--- src/rtl/dmaf_pkg.sv ---
package dmaf_pkg;

    localparam int MAX_DEPTH = 128;
    localparam int CNT_W     = $clog2(MAX_DEPTH) + 1;
    localparam int BL_W      = 8;
    localparam int LEFT_W    = 16;
    localparam int MUL_W     = (CNT_W > BL_W + 3) ? CNT_W : BL_W + 3;

    typedef enum logic [1:0] {
        WID_8   = 2'd0,
        WID_16  = 2'd1,
        WID_32  = 2'd2,
        WID_32X = 2'd3
    } wid_e;

    typedef struct packed {
        logic act;    // any request line active after polarity
        logic burst;  // burst-eligible: memory endpoint or burst line active
    } hs_t;

    function automatic int depth_for(input int ch);
        return (ch < 2) ? 128 : 32;
    endfunction

    function automatic logic [MUL_W-1:0] item_bytes(input wid_e w);
        case (w)
            WID_8:   return MUL_W'(1);
            WID_16:  return MUL_W'(2);
            default: return MUL_W'(4);
        endcase
    endfunction

    function automatic logic [MUL_W-1:0] burst_bytes(input logic [BL_W-1:0] n, input wid_e w);
        case (w)
            WID_8:   return MUL_W'(n);
            WID_16:  return MUL_W'(n) << 1;
            default: return MUL_W'(n) << 2;
        endcase
    endfunction

endpackage

--- src/rtl/dmaf_hs_cond.sv ---
module dmaf_hs_cond
    import dmaf_pkg::*;
(
    input  logic raw_single,
    input  logic raw_burst,
    input  logic pol,
    input  logic is_mem,
    output hs_t  hs
);
    logic single_on, burst_on;

    always_comb begin
        single_on = raw_single ^ pol;
        burst_on  = raw_burst ^ pol;
        hs.act    = single_on | burst_on;
        hs.burst  = is_mem | burst_on;
    end
endmodule

--- src/rtl/dmaf_fifo_ready.sv ---
module dmaf_fifo_ready
    import dmaf_pkg::*;
#(
    parameter int DEPTH  = 128,
    parameter bit IS_DST = 1'b0
) (
    input  logic [CNT_W-1:0]  level,
    input  wid_e              own_w,
    input  wid_e              alt_w,
    input  logic [BL_W-1:0]   blen,
    input  logic [LEFT_W-1:0] left,
    input  logic              fifo_mode,
    input  logic              flush,
    input  logic              suspend,
    input  logic              burst_txn,
    output logic              ready
);
    localparam int                HALF    = DEPTH / 2;
    localparam logic [CNT_W-1:0]  DEPTH_C = CNT_W'(DEPTH);
    localparam logic [LEFT_W-1:0] HALF_C  = LEFT_W'(HALF);

    logic             fallback, use_burst;
    logic [MUL_W-1:0] avail, single_need, burst_need;

    always_comb begin
        fallback   = (left < HALF_C) || flush || suspend;
        use_burst  = fifo_mode && burst_txn && !fallback;
        burst_need = burst_bytes(blen, own_w);
    end

    generate
        if (IS_DST) begin : g_data
            // destination side counts stored bytes; flush drains by source width
            always_comb begin
                avail       = MUL_W'(level);
                single_need = flush ? item_bytes(alt_w) : item_bytes(own_w);
            end
            logic unused_dst;
            assign unused_dst = 1'b0;
        end else begin : g_space
            // source side counts free bytes
            always_comb begin
                avail       = (level >= DEPTH_C) ? '0 : MUL_W'(DEPTH_C - level);
                single_need = item_bytes(own_w);
            end
            logic unused_alt;
            assign unused_alt = ^alt_w;
        end
    endgenerate

    always_comb ready = use_burst ? (avail >= burst_need) : (avail >= single_need);
endmodule

--- src/rtl/dmaf_req_hold.sv ---
module dmaf_req_hold (
    input  logic clk,
    input  logic rst,
    input  logic en,
    input  logic raise,
    input  logic grant,
    output logic req
);
    always_ff @(posedge clk) begin
        if (rst || !en)
            req <= 1'b0;
        else if (req)
            req <= !grant;
        else
            req <= raise;
    end
endmodule

--- src/rtl/dma_chan_req_gate.sv ---
module dma_chan_req_gate
    import dmaf_pkg::*;
#(
    parameter int CHAN_ID = 0
) (
    input  logic              clk,
    input  logic              rst,
    input  logic              chan_en,
    input  logic [CNT_W-1:0]  fifo_bytes,
    input  logic [1:0]        src_wsel,
    input  logic [1:0]        dst_wsel,
    input  logic [BL_W-1:0]   src_blen,
    input  logic [BL_W-1:0]   dst_blen,
    input  logic [LEFT_W-1:0] src_left,
    input  logic [LEFT_W-1:0] dst_left,
    input  logic              fifo_mode,
    input  logic              flush,
    input  logic              suspend,
    input  logic              src_is_mem,
    input  logic              dst_is_mem,
    input  logic              dst_is_fc,
    input  logic              prefetch_off,
    input  logic              src_hs_pol,
    input  logic              dst_hs_pol,
    input  logic              src_hs_single,
    input  logic              src_hs_burst,
    input  logic              dst_hs_single,
    input  logic              dst_hs_burst,
    input  logic              src_grant,
    input  logic              dst_grant,
    output logic              src_req,
    output logic              dst_req,
    output logic              fifo_empty
);
    localparam int DEPTH = depth_for(CHAN_ID);

    wid_e w_src, w_dst;
    hs_t  hs_src, hs_dst;
    logic rdy_src, rdy_dst;
    logic raise_src, raise_dst;
    logic empty_nx;

    assign w_src = wid_e'(src_wsel);
    assign w_dst = wid_e'(dst_wsel);

    dmaf_hs_cond u_hs_src (
        .raw_single (src_hs_single),
        .raw_burst  (src_hs_burst),
        .pol        (src_hs_pol),
        .is_mem     (src_is_mem),
        .hs         (hs_src)
    );

    dmaf_hs_cond u_hs_dst (
        .raw_single (dst_hs_single),
        .raw_burst  (dst_hs_burst),
        .pol        (dst_hs_pol),
        .is_mem     (dst_is_mem),
        .hs         (hs_dst)
    );

    dmaf_fifo_ready #(.DEPTH(DEPTH), .IS_DST(1'b0)) u_rdy_src (
        .level     (fifo_bytes),
        .own_w     (w_src),
        .alt_w     (w_dst),
        .blen      (src_blen),
        .left      (src_left),
        .fifo_mode (fifo_mode),
        .flush     (flush),
        .suspend   (suspend),
        .burst_txn (hs_src.burst),
        .ready     (rdy_src)
    );

    dmaf_fifo_ready #(.DEPTH(DEPTH), .IS_DST(1'b1)) u_rdy_dst (
        .level     (fifo_bytes),
        .own_w     (w_dst),
        .alt_w     (w_src),
        .blen      (dst_blen),
        .left      (dst_left),
        .fifo_mode (fifo_mode),
        .flush     (flush),
        .suspend   (suspend),
        .burst_txn (hs_dst.burst),
        .ready     (rdy_dst)
    );

    always_comb begin
        raise_src = rdy_src && !suspend
                 && (src_is_mem || hs_src.act)
                 && (!(dst_is_fc && prefetch_off) || hs_dst.act);
        raise_dst = rdy_dst && (dst_is_mem || hs_dst.act);
        empty_nx  = (fifo_bytes == '0)
                 || (suspend && (item_bytes(w_src) < item_bytes(w_dst))
                     && (MUL_W'(fifo_bytes) < item_bytes(w_dst)));
    end

    dmaf_req_hold u_hold_src (
        .clk   (clk),
        .rst   (rst),
        .en    (chan_en),
        .raise (raise_src),
        .grant (src_grant),
        .req   (src_req)
    );

    dmaf_req_hold u_hold_dst (
        .clk   (clk),
        .rst   (rst),
        .en    (chan_en),
        .raise (raise_dst),
        .grant (dst_grant),
        .req   (dst_req)
    );

    always_ff @(posedge clk) begin
        if (rst) fifo_empty <= 1'b0;
        else     fifo_empty <= empty_nx;
    end
endmodule

--- config.mk ---
export PLATFORM = sky130hd
export DESIGN_NAME = dma_chan_req_gate
export DESIGN_NICKNAME = d
export VERILOG_FILES = /design/src/rtl/dmaf_pkg.sv /design/src/rtl/dmaf_hs_cond.sv /design/src/rtl/dmaf_fifo_ready.sv /design/src/rtl/dmaf_req_hold.sv /design/src/rtl/dma_chan_req_gate.sv
export SDC_FILE = /design/constraint.sdc
export NUM_CORES = 1
export LEC_CHECK = 0
export BUFFER_PORTS_ARGS = -buffer_cell sky130_fd_sc_hd__buf_4
export CELL_PAD_IN_SITES_DETAIL_PLACEMENT = 1
export CELL_PAD_IN_SITES_GLOBAL_PLACEMENT = 2
export CORE_ASPECT_RATIO = 0.75
export CORE_MARGIN = 2
export CORE_UTILIZATION = 24
export CTS_BUF_LIST = sky130_fd_sc_hd__clkbuf_16
export CTS_CLUSTER_DIAMETER = 150
export DETAILED_ROUTE_END_ITERATION = 6
export GPL_TIMING_DRIVEN = 1
export PLACE_DENSITY_LB_ADDON = 0.2
export SYNTH_ARGS = -nofsm -noshare
export SYNTH_HDL_FRONTEND = slang
export SYNTH_SLANG_ARGS = --single-unit
--- constraint.sdc ---
create_clock -name clk -period 4.4 [get_ports clk]
set_input_delay 0.22 -clock clk [delete_from_list [all_inputs] [get_ports clk]]
set_output_delay 0.22 -clock clk [all_outputs]
set_load 0.05 [all_outputs]
# Word-level counts from Yosys, hierarchy flattened
# Cells that the tools add are included.
# classes
add_sub_neg	1
order_cmp	9
eq_ne	2
mux	10
bitwise	8
reduce_logical	30
# op_table
operator	count
$pmux W10 S2	2
$lt A16 B7 Y1 const B	2
$ge A11 B11 Y1	2
$ge A8 B11 Y1	2
$pmux W3 S2	2
$logic_and A1 B1 Y1	11
$lt A11 B11 Y1	1
$lt A8 B11 Y1	1
$mux W11	1
$logic_or A1 B1 Y1	9
$sub A8 B8 Y9 const A	1
$ge A8 B8 Y1 const B	1
$logic_not A8 Y1	1
$logic_not A1 Y1	7
$eq A2 B1 Y1 const B	2
$logic_not A2 Y1	2
$mux W1	4
$or A1 B1 Y1	4
$xor A1 B1 Y1	4
$mux W3	1
# totals
reg_bits	3
wordCells	63

# Depth between registers and ports, before layout
# logic_depth
depth_word	10
mapped_depth	12
ltp_nobuf	12

# Hierarchy
# Synthesis repeated with hierarchy kept, for this count alone.
# unflattened
cells_unflattened	211
area_unflattened_um2	1589.0
# by_module_without_submodules
module	instances	cells_per_inst	area_each_um2	seq_area_each_um2
dmaf_fifo_ready (u_rdy_src)	1	101	743.2	0.0
dmaf_fifo_ready (u_rdy_dst)	1	66	504.2	0.0
dma_chan_req_gate	1	26	206.4	20.0
dmaf_req_hold	2	4	37.5	20.0
dmaf_hs_cond	2	5	30.0	0.0

# Worst setup path before layout
# OpenSTA, ideal clock, no wires.
# synth_path
kind	input to register
startpoint	input port fifo_bytes[2]
endpoint	register u_hold_src.req
setup_time_ns	0.129
arrival_ns	2.885
slack_ns	1.386
stages	12
path_buffers	0
path_cell_list	or3_4 -> or3_4 -> or4_4 -> and2_4 -> nor3_2 -> ha_1 -> a211oi_1 -> nor2_1 -> a41oi_1 -> o21ai_0 -> a211oi_1 -> o32ai_2
# synth_via
elab_chain_cells	8
word_cells_on_any_way	10
classes_between	add/sub (1); order compare (3); mux (3); reduce/logical (3)
# synth_rtl
element	line_no	source
start, declared	dma_chan_req_gate.sv:9	input logic [CNT_W-1:0] fifo_bytes,
$sub A8 B8 Y9 / $ge A8 B8 Y1 (equally long branches)	dmaf_fifo_ready.sv:43	avail = (level >= DEPTH_C) ? '0 : MUL_W'(DEPTH_C - level);
$mux W11 *	dmaf_fifo_ready.sv:43	
$ge A11 B11 Y1	dmaf_fifo_ready.sv:51	always_comb ready = use_burst ? (avail >= burst_need) : (avail >= single_need);
$mux W1 *	dmaf_fifo_ready.sv:51	
$logic_and A1 B1 Y1 *	dma_chan_req_gate.sv:89	raise_src = rdy_src && !suspend
$logic_and A1 B1 Y1 *	dma_chan_req_gate.sv:90	&& (src_is_mem || hs_src.act)
$logic_and A1 B1 Y1 *	dma_chan_req_gate.sv:91	&& (!(dst_is_fc && prefetch_off) || hs_dst.act);
$mux W1 *	dmaf_req_hold.sv:12	else if (req)
end signal, assigned	dmaf_req_hold.sv:13	req <= !grant;
end signal, assigned	dmaf_req_hold.sv:15	req <= raise;
end, declared	dmaf_req_hold.sv:7	output logic req
# Mark *: on every way between the ends. The rest lies on a longest branch, timed or not.
# A chain may end at the register's enable or synchronous reset.

# Worst setup path after layout
# Same ends and word-level chain as after synthesis.

==> impl_metrics.env <==
export IMPL_worstMarginPinSlew_ns=0.401
export IMPL_synth_distinct_cells=42
export IMPL_grtUsageTotal_pct=14.3
export IMPL_async_flop_share_pct=0
export IMPL_grt_antenna_before_repair=0
export IMPL_critical_path_required_ns=4.49
export IMPL_cp_arrival_ns=3.32
export IMPL_final_core_util_pct=36.3
export IMPL_hold_buffers=0
export IMPL_fp_dieH_microns=71.1
export IMPL_syn_nets=308
export IMPL_antennaDiodeCount=0
export IMPL_worstHoldStart="rst"
export IMPL_netlist_area_sq_um=1440
export IMPL_min_path_type="input pin to register"
export IMPL_hpwl_mm=4.16
export IMPL_min_period_ns=3.23
export IMPL_hold_path_end="fifo_empty"
export IMPL_drcViolationCount=0
export IMPL_finalCritPeriodShare_pct=73.3
export IMPL_seq_area_frac_synth_pct=4.16
export IMPL_worst_r2r_endpoint="u_hold_dst.req"
export IMPL_die_w_microns=93.5
export IMPL_avgSynthCellArea_sq_um=7.18
export IMPL_wl_per_cell_microns=13.7
export IMPL_area_growth_pct=45.8
export IMPL_clock_skew_ns=0
export IMPL_finalHoldViolations=0
export IMPL_power_mw=0.347
export IMPL_root_buffer="clkbuf_16"
export IMPL_setup_tns_final_ns=0
export IMPL_initial_core_util_pct=24.9
export IMPL_drive_above_1_share_pct=30.5
export IMPL_fillers=735
export IMPL_synthCells=201
export IMPL_cts_max_level=1
export IMPL_synth_main_ff_cell="dfxtp_1"
export IMPL_crit_type="input pin to register"
export IMPL_first_pass_iters=4
export IMPL_via_per_inst=4.86
export IMPL_drt_iter0_drc=51
export IMPL_worst_setup_path_start_kind="input pin"
export IMPL_power_leakage_nw=1.01
export IMPL_clkSinkCount=3
export IMPL_ios=81
export IMPL_final_max_slew_viol_count=0
export IMPL_grt_setup_unrepaired="false"
export IMPL_grt_first_pass_wirelength_mm=7.65
export IMPL_synth_edf_count=0
export IMPL_numPortBuffers=68
export IMPL_clk_pin_slew_ns=0.03
export IMPL_wl_mm=4.70
export IMPL_seqCellArea_sq_um=60.1
export IMPL_r2r_start="u_hold_dst.req"
export IMPL_clk_latency_ns=0.22
export IMPL_reg2reg_slack_ns=3.53
export IMPL_status="finished clean"
export IMPL_ys_warn_count=0
export IMPL_ys_seq_elements=3
export IMPL_ir_worst_vdd_v=0.0000896
export IMPL_cp_max_fo=6
export IMPL_cp_end_kind="register"
export IMPL_hold_depth=2
export IMPL_maxCapViolations=0
export IMPL_grt_pass1_vias=1640
export IMPL_fmax_ghz=0.310
export IMPL_report_final_setup_viol=0
export IMPL_cts_tree="built"
export IMPL_fin_nets=374
export IMPL_detail_route_antenna_nets=0
export IMPL_gp_congestion=0.790
export IMPL_cts_buffers=3
export IMPL_cts_buffer_depth=2
export IMPL_grt_max_degree=20
export IMPL_multi_input_comb_area_sq_um=1320
export IMPL_die_area_sq_um=6650
export IMPL_std_cell_rows=24
export IMPL_maxSlewHeadroom_pct=73.2
export IMPL_vias=1671
export IMPL_p_per_area_nw_per_um2=165
export IMPL_ctsResizeCount=0
export IMPL_coreArea_sq_um=5800
export IMPL_ff2ff_path_depth=3
export IMPL_grt_overflow_total=0
export IMPL_postCtsSetupBuffers=0
[routing by layer]
layer / GRT usage, % / part of all wire [%] / up-vias
met5: 0 / 0 / -
met2: 21.2 / 39 / 48
li1: - / - / 883
met1: 21.7 / 54 / 738
met3: 2.45 / 6.7 / 2
met4: 2.45 / 0.15 / 0
[layout by cell type, fill, tap and decap left out, types with 5 or more instances in the layout]
cell	synthesis	routed
nand2b_1	5	5
o21ai_0	8	8
a21oi_1	21	21
nand2_1	13	13
ha_1	29	29
nor4_1	6	6
buf_4	0	68
mux2i_1	13	13
a211oi_1	5	5
inv_1	9	10
nor2_1	26	26
[how the worst max path moves through the flow]
stage | cells after the start | slack (ns) | from | endpoint
after floorplan | 12 | 1.39 | fifo_bytes[2] | u_hold_src.req
after global placement | 13 | 0.96 | fifo_bytes[2] | u_hold_src.req
after detailed placement | 13 | 0.92 | fifo_bytes[2] | u_hold_src.req
after CTS | 13 | 1.13 | fifo_bytes[2] | u_hold_src.req
after global routing | 13 | 0.91 | fifo_bytes[2] | u_hold_src.req
final | 13 | 1.17 | fifo_bytes[2] | u_hold_src.req
[Yosys cell counts (3+ instances only)]
| master | number | area share [%] |
|---|---|---|
| xor2_1 | 3 | 1.8 |
| mux2i_1 | 13 | 9.0 |
| or3_1 | 3 | 1.3 |
| clkbuf_1 | 5 | 1.3 |
| nand2_1 | 13 | 3.4 |
| nor2_1 | 26 | 6.8 |
| nor4_1 | 6 | 2.6 |
| nor3_1 | 4 | 1.4 |
| o21ai_0 | 8 | 2.8 |
| a211oi_1 | 5 | 2.6 |
| ha_1 | 29 | 25 |
| nor3b_1 | 4 | 2.1 |
| and2_1 | 3 | 1.3 |
| a21oi_1 | 21 | 7.3 |
| a31oi_1 | 3 | 1.3 |
| inv_1 | 9 | 2.3 |
| nand2b_1 | 5 | 2.2 |
| dfxtp_1 | 3 | 4.2 |
| nor2b_1 | 3 | 1.3 |
| nand3_1 | 4 | 1.4 |
| a21o_1 | 3 | 1.6 |
[registers in the layout (all words and copies together) (netlist names)]
register and flops:
u_hold_dst.req 1, u_hold_src.req 1, fifo_empty 1
[layout make-up]
class	instances	area share (%)
multi-input cells	182	62.9
inverters	9	1.61
clock inverters	1	0.178
well taps	78	4.64
flip-flops and latches	3	2.86
repair buffers	68	24.3
clock buffers	3	3.57
[worst max-delay path: stages]
cell      delay (ns)
buf_4           0.14
or3_4           0.41
or3_4           0.36
or4_4           0.44
and2_4          0.19
nor3_2          0.21
ha_1            0.27
a211oi_1        0.21
nor2_1          0.08
a41oi_1         0.18
o21ai_0         0.11
a211oi_1        0.35
o32ai_2         0.14
[kinds of logic (layout without fill, tap and decap cells)]
family                   after synthesis  in the layout  share of synthesized area [%]
buffers and inverters                 16             81                           4.16
flip-flops                             3              3                           4.16
multiplexers                          15             15                           10.6
AO/OA/AOI/OAI                         53             53                           23.5
AND/OR/NAND/NOR                       80             80                           29.4
adder cells (fa/ha/maj)               29             29                           25.2
XOR/XNOR                               5              5                           3.04
[per-stage QoR]
step	instances	setup WS (ns)	hold WS, ns	cell area [sq um]
after detailed placement	340	0.918	0.413	2020
final	344	1.17	0.179	2100
after global routing	344	0.907	0.182	2100
after CTS	344	1.13	0.178	2100
after global placement	340	0.963	0.405	2020
after floorplan	201	1.39	0.299	1440
[power by group]
part	total [mW]	switching, mW	leakage [nW]	internal, mW
registers	0.0296	0.00100	0.0245	0.0286
clock network	0.141	0.0239	0.0423	0.117
logic	0.177	0.0856	0.946	0.0912
Note: power is estimated with default switching activity, not from simulation.
